### src/rtl/cal_rtc_pkg.sv
package cal_rtc_pkg;

  // Register byte offsets (decoded by software drivers, kept fixed)
  localparam int OFF_STAT  = 'h08;
  localparam int OFF_DIV   = 'h0C;
  localparam int OFF_TIME  = 'h10;
  localparam int OFF_DATE  = 'h14;
  localparam int OFF_ATIME = 'h18;
  localparam int OFF_ADATE = 'h1C;
  localparam int OFF_PER   = 'h38;

  // Status bit positions
  localparam int SB_AL_DET  = 0;
  localparam int SB_HZ_DET  = 1;
  localparam int SB_AL_EN   = 2;
  localparam int SB_HZ_EN   = 3;
  localparam int SB_A1_DET  = 4;
  localparam int SB_A1_EN   = 5;
  localparam int SB_PER_DET = 13;
  localparam int SB_PER_EN  = 14;
  localparam int SB_PER_CNT = 15;

  // Calendar word layout
  localparam int TIME_W = 23;
  localparam int DATE_W = 21;

  function automatic logic is_leap(input logic [11:0] yr);
    logic div4, div100, div400;
    div4   = (yr[1:0] == 2'd0);
    div100 = ((yr % 12'd100) == 12'd0);
    div400 = ((yr % 12'd400) == 12'd0);
    return div4 && (!div100 || div400);
  endfunction

  function automatic logic [4:0] month_len(input logic [3:0] mon, input logic [11:0] yr);
    case (mon)
      4'd2:                      month_len = is_leap(yr) ? 5'd29 : 5'd28;
      4'd4, 4'd6, 4'd9, 4'd11:   month_len = 5'd30;
      default:                   month_len = 5'd31;
    endcase
  endfunction

  function automatic logic [2:0] week_of(input logic [4:0] day);
    if (day <= 5'd7)       week_of = 3'd1;
    else if (day <= 5'd14) week_of = 3'd2;
    else if (day <= 5'd21) week_of = 3'd3;
    else if (day <= 5'd28) week_of = 3'd4;
    else                   week_of = 3'd5;
  endfunction

endpackage

### src/rtl/rtc_prescaler.sv
module rtc_prescaler #(
  parameter int DIV_W = 16
) (
  input  logic             clk,
  input  logic             rst_n,
  input  logic [DIV_W-1:0] div_i,
  input  logic             restart_i,
  output logic             tick_o
);

  logic [DIV_W-1:0] cnt_q, cnt_d;
  logic             at_end;

  assign at_end = (cnt_q >= div_i);
  assign tick_o = at_end && !restart_i;

  always_comb begin
    if (restart_i || at_end) cnt_d = '0;
    else                     cnt_d = cnt_q + 1'b1;
  end

  always_ff @(posedge clk or negedge rst_n) begin
    if (!rst_n) cnt_q <= '0;
    else        cnt_q <= cnt_d;
  end

endmodule

### src/rtl/rtc_periodic.sv
module rtc_periodic #(
  parameter int PER_W = 16
) (
  input  logic             clk,
  input  logic             rst_n,
  input  logic             en_i,
  input  logic [PER_W-1:0] period_i,
  output logic             hit_o
);

  logic [PER_W-1:0] cnt_q, cnt_d;

  assign hit_o = en_i && (cnt_q >= period_i);

  always_comb begin
    if (!en_i || hit_o) cnt_d = '0;
    else                cnt_d = cnt_q + 1'b1;
  end

  always_ff @(posedge clk or negedge rst_n) begin
    if (!rst_n) cnt_q <= '0;
    else        cnt_q <= cnt_d;
  end

endmodule

### src/rtl/rtc_cal_next.sv
module rtc_cal_next
  import cal_rtc_pkg::*;
(
  input  logic [DATE_W-1:0] date_i,
  input  logic [TIME_W-1:0] time_i,
  output logic [DATE_W-1:0] date_o,
  output logic [TIME_W-1:0] time_o
);

  logic [5:0]  sec, mnt, sec_n, mnt_n;
  logic [4:0]  hr, hr_n, day, day_n, mlen;
  logic [2:0]  dow, dow_n, wom, wom_n;
  logic [3:0]  mon, mon_n;
  logic [11:0] yr, yr_n;
  logic        c_sec, c_min, c_hr, c_day, c_mon;

  assign sec = time_i[5:0];
  assign mnt = time_i[11:6];
  assign hr  = time_i[16:12];
  assign dow = time_i[19:17];
  assign wom = time_i[22:20];
  assign day = date_i[4:0];
  assign mon = date_i[8:5];
  assign yr  = date_i[20:9];

  assign mlen = month_len(mon, yr);

  always_comb begin
    c_sec = (sec >= 6'd59);
    c_min = c_sec && (mnt >= 6'd59);
    c_hr  = c_min && (hr >= 5'd23);
    c_day = c_hr && (day >= mlen);
    c_mon = c_day && (mon >= 4'd12);

    sec_n = c_sec ? 6'd0 : sec + 6'd1;
    mnt_n = c_sec ? (c_min ? 6'd0 : mnt + 6'd1) : mnt;
    hr_n  = c_min ? (c_hr ? 5'd0 : hr + 5'd1) : hr;
    day_n = c_hr  ? (c_day ? 5'd1 : day + 5'd1) : day;
    dow_n = c_hr  ? ((dow >= 3'd7) ? 3'd1 : dow + 3'd1) : dow;
    wom_n = c_hr  ? week_of(day_n) : wom;
    mon_n = c_day ? (c_mon ? 4'd1 : mon + 4'd1) : mon;
    yr_n  = c_mon ? yr + 12'd1 : yr;
  end

  assign time_o = {wom_n, dow_n, hr_n, mnt_n, sec_n};
  assign date_o = {yr_n, mon_n, day_n};

endmodule

### src/rtl/cal_rtc.sv
module cal_rtc
  import cal_rtc_pkg::*;
#(
  parameter int ADDR_W  = 8,
  parameter int DIV_W   = 16,
  parameter int TRIM_W  = 16,
  parameter int PER_W   = 16,
  parameter int RST_DIV = 32767
) (
  input  logic              clk,
  input  logic              rst_n,
  input  logic [ADDR_W-1:0] bus_addr,
  input  logic              bus_wr,
  input  logic [31:0]       bus_wdata,
  output logic [31:0]       bus_rdata,
  output logic              irq_tick,
  output logic              irq_alarm
);

  localparam logic [DATE_W-1:0] RST_DATE = {12'd2000, 4'd1, 5'd1};
  localparam logic [TIME_W-1:0] RST_TIME = {3'd1, 3'd1, 5'd0, 6'd0, 6'd0};

  // Address decode
  logic wr_stat, wr_div, wr_time, wr_date, wr_atime, wr_adate, wr_per, cnt_wr;
  assign wr_stat  = bus_wr && (bus_addr == ADDR_W'(OFF_STAT));
  assign wr_div   = bus_wr && (bus_addr == ADDR_W'(OFF_DIV));
  assign wr_time  = bus_wr && (bus_addr == ADDR_W'(OFF_TIME));
  assign wr_date  = bus_wr && (bus_addr == ADDR_W'(OFF_DATE));
  assign wr_atime = bus_wr && (bus_addr == ADDR_W'(OFF_ATIME));
  assign wr_adate = bus_wr && (bus_addr == ADDR_W'(OFF_ADATE));
  assign wr_per   = bus_wr && (bus_addr == ADDR_W'(OFF_PER));
  assign cnt_wr   = wr_time || wr_date;

  // State
  logic [DATE_W-1:0] date_q, date_d, date_step, adate_q, adate_d;
  logic [TIME_W-1:0] time_q, time_d, time_step, atime_q, atime_d;
  logic [DIV_W-1:0]  div_q, div_d;
  logic [TRIM_W-1:0] trim_q, trim_d;
  logic [PER_W-1:0]  per_q, per_d;
  logic al_det_q, al_det_d, hz_det_q, hz_det_d, a1_det_q, a1_det_d, per_det_q, per_det_d;
  logic al_en_q, al_en_d, hz_en_q, hz_en_d, a1_en_q, a1_en_d;
  logic per_en_q, per_en_d, per_cnt_q, per_cnt_d;

  logic tick, per_hit, alarm_hit;

  rtc_prescaler #(.DIV_W(DIV_W)) u_presc (
    .clk(clk), .rst_n(rst_n), .div_i(div_q), .restart_i(cnt_wr), .tick_o(tick)
  );

  rtc_periodic #(.PER_W(PER_W)) u_periodic (
    .clk(clk), .rst_n(rst_n), .en_i(per_cnt_q), .period_i(per_q), .hit_o(per_hit)
  );

  rtc_cal_next u_next (
    .date_i(date_q), .time_i(time_q), .date_o(date_step), .time_o(time_step)
  );

  assign alarm_hit = tick && a1_en_q && (date_step == adate_q) && (time_step == atime_q);

  // Next-state: configuration and calendar
  always_comb begin
    div_d   = wr_div   ? bus_wdata[DIV_W-1:0]       : div_q;
    trim_d  = wr_div   ? bus_wdata[16 +: TRIM_W]    : trim_q;
    per_d   = wr_per   ? bus_wdata[PER_W-1:0]       : per_q;
    atime_d = wr_atime ? bus_wdata[TIME_W-1:0]      : atime_q;
    adate_d = wr_adate ? bus_wdata[DATE_W-1:0]      : adate_q;

    if (wr_time)   time_d = bus_wdata[TIME_W-1:0];
    else if (tick) time_d = time_step;
    else           time_d = time_q;

    if (wr_date)   date_d = bus_wdata[DATE_W-1:0];
    else if (tick) date_d = date_step;
    else           date_d = date_q;
  end

  // Next-state: status (set wins over write-one-to-clear)
  always_comb begin
    al_det_d  = (al_det_q  && !(wr_stat && bus_wdata[SB_AL_DET]))  || alarm_hit;
    hz_det_d  = (hz_det_q  && !(wr_stat && bus_wdata[SB_HZ_DET]))  || tick;
    a1_det_d  = (a1_det_q  && !(wr_stat && bus_wdata[SB_A1_DET]))  || alarm_hit;
    per_det_d = (per_det_q && !(wr_stat && bus_wdata[SB_PER_DET])) || per_hit;
    al_en_d   = wr_stat ? bus_wdata[SB_AL_EN]   : al_en_q;
    hz_en_d   = wr_stat ? bus_wdata[SB_HZ_EN]   : hz_en_q;
    a1_en_d   = wr_stat ? bus_wdata[SB_A1_EN]   : a1_en_q;
    per_en_d  = wr_stat ? bus_wdata[SB_PER_EN]  : per_en_q;
    per_cnt_d = wr_stat ? bus_wdata[SB_PER_CNT] : per_cnt_q;
  end

  always_ff @(posedge clk or negedge rst_n) begin
    if (!rst_n) begin
      div_q     <= DIV_W'(RST_DIV);
      trim_q    <= '0;
      per_q     <= '0;
      atime_q   <= '0;
      adate_q   <= '0;
      time_q    <= RST_TIME;
      date_q    <= RST_DATE;
      al_det_q  <= 1'b0;
      hz_det_q  <= 1'b0;
      a1_det_q  <= 1'b0;
      per_det_q <= 1'b0;
      al_en_q   <= 1'b0;
      hz_en_q   <= 1'b0;
      a1_en_q   <= 1'b0;
      per_en_q  <= 1'b0;
      per_cnt_q <= 1'b0;
    end else begin
      div_q     <= div_d;
      trim_q    <= trim_d;
      per_q     <= per_d;
      atime_q   <= atime_d;
      adate_q   <= adate_d;
      time_q    <= time_d;
      date_q    <= date_d;
      al_det_q  <= al_det_d;
      hz_det_q  <= hz_det_d;
      a1_det_q  <= a1_det_d;
      per_det_q <= per_det_d;
      al_en_q   <= al_en_d;
      hz_en_q   <= hz_en_d;
      a1_en_q   <= a1_en_d;
      per_en_q  <= per_en_d;
      per_cnt_q <= per_cnt_d;
    end
  end

  // Read mux
  logic [31:0] stat_word;
  always_comb begin
    stat_word = '0;
    stat_word[SB_AL_DET]  = al_det_q;
    stat_word[SB_HZ_DET]  = hz_det_q;
    stat_word[SB_AL_EN]   = al_en_q;
    stat_word[SB_HZ_EN]   = hz_en_q;
    stat_word[SB_A1_DET]  = a1_det_q;
    stat_word[SB_A1_EN]   = a1_en_q;
    stat_word[SB_PER_DET] = per_det_q;
    stat_word[SB_PER_EN]  = per_en_q;
    stat_word[SB_PER_CNT] = per_cnt_q;
  end

  always_comb begin
    case (bus_addr)
      ADDR_W'(OFF_STAT):  bus_rdata = stat_word;
      ADDR_W'(OFF_DIV):   bus_rdata = 32'(div_q) | (32'(trim_q) << 16);
      ADDR_W'(OFF_TIME):  bus_rdata = 32'(time_q);
      ADDR_W'(OFF_DATE):  bus_rdata = 32'(date_q);
      ADDR_W'(OFF_ATIME): bus_rdata = 32'(atime_q);
      ADDR_W'(OFF_ADATE): bus_rdata = 32'(adate_q);
      ADDR_W'(OFF_PER):   bus_rdata = 32'(per_q);
      default:            bus_rdata = '0;
    endcase
  end

  assign irq_tick  = hz_det_q && hz_en_q;
  assign irq_alarm = (al_det_q && al_en_q) || (a1_det_q && a1_en_q) || (per_det_q && per_en_q);

endmodule

### config.mk
export PLATFORM = sky130hd
export DESIGN_NAME = cal_rtc
export DESIGN_NICKNAME = d
export VERILOG_FILES = /design/src/rtl/cal_rtc_pkg.sv /design/src/rtl/rtc_prescaler.sv /design/src/rtl/rtc_periodic.sv /design/src/rtl/rtc_cal_next.sv /design/src/rtl/cal_rtc.sv
export SDC_FILE = /design/constraint.sdc
export NUM_CORES = 1
export LEC_CHECK = 0
export BUFFER_PORTS_ARGS = -buffer_cell sky130_fd_sc_hd__buf_2
export CAP_MARGIN = 5
export CORE_MARGIN = 4
export CORE_UTILIZATION = 56
export DETAILED_ROUTE_END_ITERATION = 10
export PLACE_DENSITY_LB_ADDON = 0.08
export SKIP_LAST_GASP = 1
export SLEW_MARGIN = 20
export SYNTH_ARGS = -nofsm -noshare
export SYNTH_HDL_FRONTEND = slang
export SYNTH_SLANG_ARGS = --single-unit
### constraint.sdc
create_clock -name clk -period 5.1 [get_ports clk]
set_input_delay 1.02 -clock clk [delete_from_list [all_inputs] [get_ports clk]]
set_output_delay 1.02 -clock clk [all_outputs]
set_load 0.02 [all_outputs]
# Yosys cells after proc, flatten, opt, wreduce, memory -nomap -nowiden

Cells that the tools add are included.

Flip-flop bits (word level): 177
Input bits: 43
Output and inout port bits: 34
Word-level logic and storage cells: 134

Add/sub/neg operators: 9
Div/mod/pow operators: 2
Magnitude comparators: 12
Eq/ne operators: 14
Multiplexer cells: 26
Bitwise operators: 1
Reductions and logical operators: 52

Operators with widths:

| operator              | count |
|---|---|
| $pmux 32 s7           | 1 |
| $mux 23               | 2 |
| $mux 21               | 2 |
| $add 16x1->16 const B | 2 |
| $eq 8x5->1 const B    | 4 |
| $ge 16x16->1          | 2 |
| $mux 16               | 2 |
| $or 16x32->32         | 1 |
| $logic_and 1x1->1     | 29 |
| $logic_not 12->1      | 2 |
| $eq 23x23->1          | 1 |
| $eq 21x21->1          | 1 |
| $mux 5                | 4 |
| $mux 3                | 6 |
| $mux 6                | 3 |
| $eq 8x4->1 const B    | 2 |
| $add 12x1->12 const B | 1 |
| $add 6x1->6 const B   | 2 |
| $ge 6x6->1 const B    | 2 |
| $mod 12x7->12 const B | 1 |
| $mod 12x9->12 const B | 1 |
| $mux 12               | 1 |
| $add 5x1->5 const B   | 2 |
| $le 5x5->1 const B    | 2 |
| other kinds (20)      | 40 |

# Depth between registers and ports, before layout

Gate-level depths: netlist of run 1.

Word-level depth: 20
Depth in mapped cells: 26
Depth with buffers taken out: 23

# Hierarchy

Synthesis of run 1 repeated with hierarchy kept, for this count alone.

Cells, all modules: 1217
Area total of the unflattened synthesis: 11965.2 um2

Modules (own cells, without submodules):

| module        | times used | cells an instance | area an instance (um2) | seq. area each (um2) |
|---|---|---|---|---|
| cal_rtc       | 1          | 603               | 7238.2                 | 3659.8 |
| rtc_cal_next  | 1          | 362               | 2359.8                 | 0.0 |
| rtc_prescaler | 1          | 125               | 1184.9                 | 400.4 |
| rtc_periodic  | 1          | 127               | 1182.4                 | 400.4 |

# Worst setup path after synthesis of run 1

No wires, ideal clock.

Kind: flip-flop to flip-flop
From: register date_q[16]
To: register al_det_q
Setup time: 0.068 ns
Data arrival time: 5.299 ns
Data required time: 5.032 ns
Setup slack: -0.267 ns
Cell stages (with the launch flop): 26
Buffers on the path: 3
Period minus slack after synthesis: 5.367 ns
Path through: dfstp_2 > buf_2 > buf_6 > buf_6 > nor4_1 > o31ai_1 > o311ai_4 > xnor2_1 > o21ai_1 > a41oi_1 > a31oi_1 > xnor2_1 > o31ai_1 > o21ai_1 > ha_1 > nand2b_1 > a21o_1 > nand4_2 > or4_4 > or3_1 > xnor2_1 > nor4_1 > nand4b_1 > nor4_1 > nand4_1 > nand2_1

Longest elaborated chain between the ends: 20
Elaborated cells between the ends (all ways): 32
Classes of those cells: add/sub (1); div (2); order compare (5); eq/ne (2); mux (12); reduce/logical (10)

RTL lines:

| element                  | line               | text |
|---|---|---|
| start: declaration       | cal_rtc.sv:35      | `logic [DATE_W-1:0] date_q, date_d, date_step, adate_q, adate_d;` |
| start signal: assignment | cal_rtc.sv:115     | `date_q <= date_d;` |
| $mod 12x7->12            | cal_rtc_pkg.sv:30  | `div100 = ((yr % 12'd100) == 12'd0);` |
| $logic_not 12->1         | cal_rtc_pkg.sv:30  |  |
| $logic_not 1->1          | cal_rtc_pkg.sv:32  | `return div4 && (!div100 \|\| div400);` |
| $logic_or 1x1->1         | cal_rtc_pkg.sv:32  |  |
| $logic_and 1x1->1        | cal_rtc_pkg.sv:32  |  |
| $mux 1                   | cal_rtc_pkg.sv:37  | `4'd2: month_len = is_leap(yr) ? 5'd29 : 5'd28;` |
| $pmux 5 s2               | cal_rtc_pkg.sv:36  | `case (mon)` |
| $ge 5x5->1               | rtc_cal_next.sv:32 | `c_day = c_hr && (day >= mlen);` |
| (+5 left out)            | --                 |  |
| $mux 3                   | cal_rtc_pkg.sv:46  | `else if (day <= 5'd21) week_of = 3'd3;` |
| $mux 3                   | cal_rtc_pkg.sv:45  | `else if (day <= 5'd14) week_of = 3'd2;` |
| $mux 3                   | cal_rtc_pkg.sv:44  | `if (day <= 5'd7) week_of = 3'd1;` |
| $mux 3                   | rtc_cal_next.sv:40 | `wom_n = c_hr ? week_of(day_n) : wom;` |
| $eq 23x23->1             | cal_rtc.sv:58      | `assign alarm_hit = tick && a1_en_q && (date_step == adate_q) && (time_step == atime_q);` |
| $logic_and 1x1->1 *      | cal_rtc.sv:58      |  |
| $logic_or 1x1->1 *       | cal_rtc.sv:79      | `al_det_d = (al_det_q && !(wr_stat && bus_wdata[SB_AL_DET])) \|\| alarm_hit;` |
| net al_det_d             | cal_rtc.sv:40      | `logic al_det_q, al_det_d, hz_det_q, hz_det_d, a1_det_q, a1_det_d, per_det_q, per_det_d;` |
| end signal: assignment   | cal_rtc.sv:116     | `al_det_q <= al_det_d;` |
| end: declaration         | cal_rtc.sv:40      |  |

Mark *: on every way through the listed nets, which the timed path passes. The rest lies on a longest branch.
A chain may end at the register's enable or synchronous reset.

# Final worst setup path of run 1

From: register date_q[18]
To: register al_det_q

The elaborated chain is that of the path after synthesis.

==> results of run 1 <==
## power breakdown
| group | switching, mW | internal (mW) |
|---|---|---|
| registers | 0.224 | 1.54 |
| clock network | 0.652 | 0.668 |
| logic | 1.03 | 0.762 |
## cell usage in the layout (no fill, tap or decap), types with 6 or more instances in the layout
master / count
dfrtp_1: 151
buf_4: 121
mux2_2: 110
nor2_1: 82
nand2_1: 82
buf_2: 75
o21ai_0: 65
inv_1: 62
ha_1: 48
xnor2_1: 47
nand3_1: 43
a21oi_1: 40
a31oi_1: 39
xor2_1: 33
dfstp_2: 24
nand4_1: 22
a21o_1: 21
a22oi_1: 20
and2_1: 19
a2111oi_0: 17
clkbuf_16: 17
or3_1: 15
and3_1: 14
mux2i_1: 13
o211ai_1: 13
o31ai_1: 12
nor3_1: 12
buf_6: 12
o22ai_1: 11
a221o_1: 10
o21ai_1: 10
nand2b_1: 9
a222oi_1: 8
mux4_2: 7
nor4_1: 7
or4_1: 6
nor2b_1: 6
## repair_timing
| action | 4_1_cts | 5_1_grt |
|---|---|---|
| gates resized for setup | 52 | 41 |
| endpoints found under the setup margin | 13 | 21 |
| pin swaps | 35 | 35 |
| buffers inserted | 31 | 10 |
## layer usage
layer / vias to the layer above / part of all wire / GRT usage
met1: 5655 / 0.46 / 0.472
met5: - / 0 / 0
met3: 58 / 0.070 / 0.0437
met4: 0 / 0.022 / 0.0881
met2: 480 / 0.45 / 0.469
li1: 5249 / - / -
## cell families (layout without fill, tap and decap cells)
kind of cell,after synthesis,after routing,synth area share
simple gates,381,381,0.162
compound gates,347,347,0.196
flops,177,177,0.356
buf+inv,148,308,0.0499
mux,135,135,0.127
xor+xnor,84,84,0.0593
fa+ha+maj,50,50,0.0497
## metrics by stage
step / TNS (ns) / cell area, sq um / total power, mW / worst slack [ns]
after global placement: -2.32 / 13700 / 3.32 / -0.533
final: -3.14 / 15100 / 4.88 / -0.669
after CTS: -1.87 / 14800 / 4.76 / -0.460
after floorplan: -0.257 / 12600 / 2.77 / -0.129
after global routing: -6.08 / 15100 / 5.12 / -0.855
after detailed placement: -3.60 / 13700 / 3.33 / -0.700
## critical path, stage by stage (launching register included)
cell       delay [ns]
dfstp_2          0.40
buf_6            0.13
o311ai_4         0.32
a21oi_4          0.11
nor4_4           0.44
o31a_1           0.27
buf_4            0.16
o21ai_0          0.10
a211oi_2         0.22
a41oi_2          0.10
a2111oi_2        0.36
a31oi_1          0.08
o31ai_1          0.27
o21ai_2          0.09
ha_1             0.28
nand2b_4         0.12
a21o_1           0.15
nand4_2          0.11
or4_4            0.46
or3_4            0.36
xnor2_2          0.15
nor4_2           0.30
nand4b_1         0.16
nor4_2           0.27
nand4_1          0.15
nand2_1          0.12
## state kept, by name, indices dropped and copies added (netlist names), 16 cells and up
name	flops
atime_q	23
u_presc.cnt_q	16
trim_q	16
adate_q	21
per_q	16
div_q	16
u_periodic.cnt_q	16
date_q	21
time_q	23
## cell type report
cell class,count,area (sq um)
inverters,63,239
fillers,1772,6830
multi-input cells,997,7910
clock inverters,13,140
well taps,280,350
clock buffers,19,443
repair buffers,213,1510
flip-flops and latches,177,4470
## how the worst min path moves through the flow
| stage | from | end | slack [ns] | cells past startpoint |
|---|---|---|---|---|
| global placement | trim_q[7] | trim_q[7] | 0.48 | 1 |
| global route | trim_q[14] | trim_q[14] | 0.52 | 1 |
| finish | trim_q[14] | trim_q[14] | 0.51 | 1 |
| CTS | trim_q[11] | trim_q[11] | 0.51 | 1 |
| floorplan | a1_det_q | a1_det_q | 0.46 | 2 |
| detailed placement | trim_q[12] | trim_q[12] | 0.48 | 1 |
==> impl_metrics.env, run 1 <==
export IMPL_most_frequent_cells_after_synthesis="152 x dfrtp_1, 110 x mux2_2, 85 x nand2_1, 85 x nor2_1, 72 x o21ai_0"
export IMPL_grt_start_max_net_pins=100
export IMPL_final_period_utilization=1.13
export IMPL_cp_endpoint="al_det_q"
export IMPL_skew_ns=0.0191
export IMPL_timing_critical_path_from_type="flop"
export IMPL_period_needed_ns=5.77
export IMPL_detailroute_via_count=11400
export IMPL_syn_to_final_growth_pct=20.2
export IMPL_die_w_um=158
export IMPL_postRouteAntennaNets=0
export IMPL_yosysMostFrequentCell="dfrtp_1"
export IMPL_power_per_cell_area_nw_per_um2=324
export IMPL_drt_pass1_iter_count=7
export IMPL_rsz0062_at_grt="yes"
export IMPL_yosys_most_used_dff="dfrtp_1"
export IMPL_violated_checks="setup timing"
export IMPL_total_leakage_power_nw=6.57
export IMPL_drv_max_cap_violation_count=0
export IMPL_number_of_warnings_reported_in_the_yosys_synthesis_log=0
export IMPL_drt_initial_drc_count=1139
export IMPL_setup_slack_ns=-0.669
export IMPL_synth_sequential_area_ratio=0.356
export IMPL_final_nets=1560
export IMPL_critical_path_reg2reg_startpoint="date_q[18]"
export IMPL_max_freq_mhz=173
export IMPL_dieArea_sq_um=24800
export IMPL_numPlacedInstances=1690
export IMPL_vias_per_cell=6.49
export IMPL_number_of_placement_rows=54
export IMPL_r2r_slack_ns=-0.67
export IMPL_holdCritPathClass="reg -> reg"
export IMPL_slew_headroom=0.391
export IMPL_worst_skew_pair_later_pin_latency_ns=0.45
export IMPL_dp_hpwl_mm=26.4
export IMPL_layout_core_utilization=0.688
export IMPL_worstSetupStartpoint="date_q[18]"
export IMPL_grt_first_pass_wirelength_mm=61.1
export IMPL_r2r_end="al_det_q"
export IMPL_cts_root_buf="clkbuf_16"
export IMPL_timing_critical_path_required_ns=5.47
export IMPL_fin_cells=1762
export IMPL_critPathMaxFanout=6
export IMPL_drc_errors=0
export IMPL_clk_path_buf_depth=2
export IMPL_postSynth_asyncResetShare=1.00
export IMPL_post_synth_instance_area_sq_um=12500
export IMPL_fin_worst_hold_slack_ns=0.507
export IMPL_clkTransAtPathRegs_ns=0.08
export IMPL_finalWeightedCongestion=0.950
export IMPL_grt_pass1_vias=11000
export IMPL_ctsHtreeMaxLevel=4
export IMPL_peakVddDrop_mv=0.239
export IMPL_postRouteWirelength_mm=38.4
export IMPL_tightest_slew_ns=0.909
export IMPL_timing_critical_path_to_type="flop"
export IMPL_worstPathArrival_ns=6.14
export IMPL_clock_tree_from_tritoncts="yes"
export IMPL_finalMaxSlewViolations=0
export IMPL_synth_edff_count=0
export IMPL_cts_hold_buffers_added=0
export IMPL_num_io_pins=77
export IMPL_ys_seq_elements=177
export IMPL_final_hold_viol_count=0
export IMPL_synthesis_nets=1413
export IMPL_initial_utilization=0.572
export IMPL_synth_area_per_cell_sq_um=9.47
export IMPL_numPortBuffers=76
export IMPL_synth_top_cell_by_area="dfrtp_1"
export IMPL_grt_overflow_total=0
export IMPL_clock_sinks=177
export IMPL_finalSetupViolCount=10
export IMPL_layout_drive_gt1_share=0.330
export IMPL_antenna_cells_inserted=0
export IMPL_grt_usage=0.312
export IMPL_cts_buffers_inserted=17
export IMPL_detail_route_wl_per_cell_um=21.8
export IMPL_r2r_cell_count=25
export IMPL_synth_distinct_cells=94
export IMPL_synth_largest_type_area_fraction=0.304
export IMPL_coreArea_sq_um=21900
export IMPL_timing_worst_setup_path_type="reg -> reg"
export IMPL_synth_top_cells_by_area="dfrtp_1 30%, mux2_2 9.9%, dfstp_2 5.2%"
export IMPL_syn_inst=1322
export IMPL_status="finished with violations"
export IMPL_die_height_um=158
export IMPL_antenna_found_initial=0
No activity file was read; power rests on OpenSTA's default activity.
==> run 2, diff against run 1 <==
--- a/config.mk
+++ b/config.mk
@@ -5,13 +5,13 @@
 export SDC_FILE = /design/constraint.sdc
 export NUM_CORES = 1
 export LEC_CHECK = 0
+export ABC_AREA = 1
 export BUFFER_PORTS_ARGS = -buffer_cell sky130_fd_sc_hd__buf_2
 export CAP_MARGIN = 5
 export CORE_MARGIN = 4
 export CORE_UTILIZATION = 56
 export DETAILED_ROUTE_END_ITERATION = 10
 export PLACE_DENSITY_LB_ADDON = 0.08
-export SKIP_LAST_GASP = 1
 export SLEW_MARGIN = 20
 export SYNTH_ARGS = -nofsm -noshare
 export SYNTH_HDL_FRONTEND = slang
==> run 2 against run 1 <==
  * The run still ends with setup timing left
  * Sequential cell count did not move
  * Via count fell by 5.8%
  * Combinational power rose by 44%
  * Cell area fell by 10%
  * Clock-buffer cell count fell by 1
  * Critical path type unchanged
  * Largest cell class unchanged
==> impl_metrics.env, run 2 <==
export IMPL_drt_initial_drc_count=935
export IMPL_synth_edff_count=0
export IMPL_synth_top_cells_by_area="dfrtp_1 33%, nand2_1 10%, o21ai_0 7.1%"
export IMPL_skew_ns=0.0128
export IMPL_layout_cells_most_common="nand2_1"
export IMPL_design_power_total_mw=5.64
export IMPL_grt_pass1_vias=10500
export IMPL_fin_worst_hold_slack_ns=0.488
export IMPL_setup_slack_ns=-0.559
export IMPL_ys_seq_elements=177
export IMPL_final_hold_viol_count=0
export IMPL_max_freq_mhz=177
export IMPL_postSynth_asyncResetShare=1.00
export IMPL_tightest_slew_ns=1.02
export IMPL_most_frequent_cells_after_synthesis="307 x nand2_1, 203 x inv_1, 161 x o21ai_0"
export IMPL_rsz0062_at_grt="yes"
export IMPL_critPathMaxFanout=6
export IMPL_number_of_placement_rows=51
export IMPL_final_period_utilization=1.11
export IMPL_synth_top_cell_by_area="dfrtp_1"
export IMPL_syn_to_final_growth_pct=18.7
export IMPL_worstPathArrival_ns=6.04
export IMPL_detailroute_via_count=10800
export IMPL_timing_critical_path_required_ns=5.48
export IMPL_worst_skew_pair_later_pin_latency_ns=0.44
export IMPL_clock_tree_from_tritoncts="yes"
export IMPL_slew_headroom=0.323
export IMPL_layout_core_utilization=0.687
export IMPL_antenna_found_initial=0
export IMPL_layout_drive_gt1_share=0.214
export IMPL_power_per_cell_area_nw_per_um2=416
export IMPL_yosysMostFrequentCell="nand2_1"
export IMPL_peakVddDrop_mv=0.255
export IMPL_postRouteAntennaNets=0
export IMPL_coreArea_sq_um=19700
export IMPL_drt_pass1_iter_count=6
export IMPL_timing_worst_setup_path_type="reg -> reg"
export IMPL_post_synth_instance_area_sq_um=11400
export IMPL_synth_largest_type_area_fraction=0.334
export IMPL_grt_overflow_total=0
export IMPL_cts_buffers_inserted=17
export IMPL_synth_sequential_area_ratio=0.391
export IMPL_crit_slowest_cell="dfstp_2"
export IMPL_number_of_warnings_reported_in_the_yosys_synthesis_log=0
export IMPL_synthesis_nets=1578
export IMPL_yosys_most_used_dff="dfrtp_1"
export IMPL_die_w_um=151
export IMPL_cts_hold_buffers_added=0
export IMPL_timing_critical_path_from_type="flop"
export IMPL_grt_start_max_net_pins=105
export IMPL_synth_area_per_cell_sq_um=7.67
export IMPL_numPortBuffers=76
export IMPL_clk_path_buf_depth=2
export IMPL_finalMaxSlewViolations=0
export IMPL_holdCritPathClass="reg -> reg"
export IMPL_final_nets=1725
export IMPL_timing_critical_path_to_type="flop"
export IMPL_vias_per_cell=5.64
export IMPL_fill_count=1615
export IMPL_violated_checks="setup timing"
export IMPL_grt_first_pass_wirelength_mm=53.2
export IMPL_grt_usage=0.298
export IMPL_largestRegisters="atime_q (23), time_q (23)"
export IMPL_syn_inst=1487
export IMPL_synth_distinct_cells=55
export IMPL_place_worst_setup_slack_ns=-0.569
export IMPL_status="finished with violations"
export IMPL_drv_max_cap_violation_count=0
export IMPL_area_sequential_sq_um=4460
export IMPL_clock_sinks=177
export IMPL_detail_route_wl_per_cell_um=16.9
export IMPL_finalWeightedCongestion=0.928
export IMPL_die_height_um=151
export IMPL_multi_input_area_sq_um=6180
export IMPL_clkTransAtPathRegs_ns=0.08
export IMPL_period_needed_ns=5.66
export IMPL_cts_root_buf="clkbuf_16"
export IMPL_most_common_cell_on_crit_path="nand2_2"
export IMPL_finalSetupViolCount=4
export IMPL_dieArea_sq_um=22700
export IMPL_total_leakage_power_nw=6.50
export IMPL_postRouteWirelength_mm=32.4
export IMPL_drc_errors=0
export IMPL_initial_utilization=0.578
export IMPL_critPathMaxStageDelay_ns=0.58
export IMPL_num_io_pins=77
export IMPL_ctsHtreeMaxLevel=4
export IMPL_layout_cells_most_common_list="298 x nand2_1, 199 x inv_1, 154 x o21ai_0"
export IMPL_dp_hpwl_mm=24.0
[run 2: where the power goes]
| group | total (mW) | internal [mW] | switching (mW) |
|---|---|---|---|
| registers | 1.76 | 1.60 | 0.165 |
| logic | 2.58 | 1.01 | 1.57 |
| clock network | 1.30 | 0.663 | 0.636 |
[run 2: what timing repair did]
item / CTS / global route
pin swaps: 10 / 7
setup endpoints to repair: 5 / 23
gates resized for setup: 29 / 23
setup buffers: 11 / 1
[run 2: logic make-up after synthesis]
family          synth area share
flops                      0.391
fa+ha+maj                 0.0527
simple gates               0.249
buf+inv                   0.0890
compound gates             0.181
xor+xnor                  0.0376
[run 2: routing by layer]
layer	track usage	up-vias	wire (um)
met5	0	-	0
met4	0.0666	0	551
met3	0.0479	44	2070
met2	0.501	346	15600
met1	0.408	5130	14200
li1	-	5264	-
[run 2: critical path, delay by kind of cell, from the launching register on]
family          cells  cell delay (ns)
fa+ha+maj           1             0.28
simple gates       31             3.06
xor+xnor            2             0.38
compound gates      7             0.87
flops               1             0.58
buf+inv             4             0.40
[run 2: final timing paths]
| check | from | end | slack [ns] | cells past startpoint |
|---|---|---|---|---|
| max in group asynchronous | rst_n | div_q[13] | 3.47 | 2 |
| worst max register to register | date_q[17] | a1_det_q | -0.56 | 45 |
| min in group asynchronous | rst_n | trim_q[10] | 0.66 | 1 |
| worst min register to register | per_q[2] | per_q[2] | 0.49 | 2 |
| worst max-delay path | date_q[17] | a1_det_q | -0.56 | 45 |
| worst min-delay path | per_q[2] | per_q[2] | 0.49 | 2 |
[run 2: stage by stage]
stage / TNS, ns / instances / area [sq um]
after floorplan: -0.253 / 1487 / 11500
after global placement: -0.849 / 1868 / 12700
after detailed placement: -1.49 / 1868 / 12700
after CTS: -0.806 / 1911 / 13500
after global routing: -6.14 / 1912 / 13500
final: -1.21 / 1913 / 13500
[run 2: area by class of cell]
| type | count | area share |
|---|---|---|
| clock buffers | 18 | 0.0324 |
| flip-flops and latches | 177 | 0.329 |
| multi-input cells | 1044 | 0.456 |
| clock inverters | 14 | 0.0107 |
| repair buffers | 177 | 0.0858 |
| diodes | 1 | 0.000185 |
| well taps | 265 | 0.0245 |
| inverters | 217 | 0.0607 |
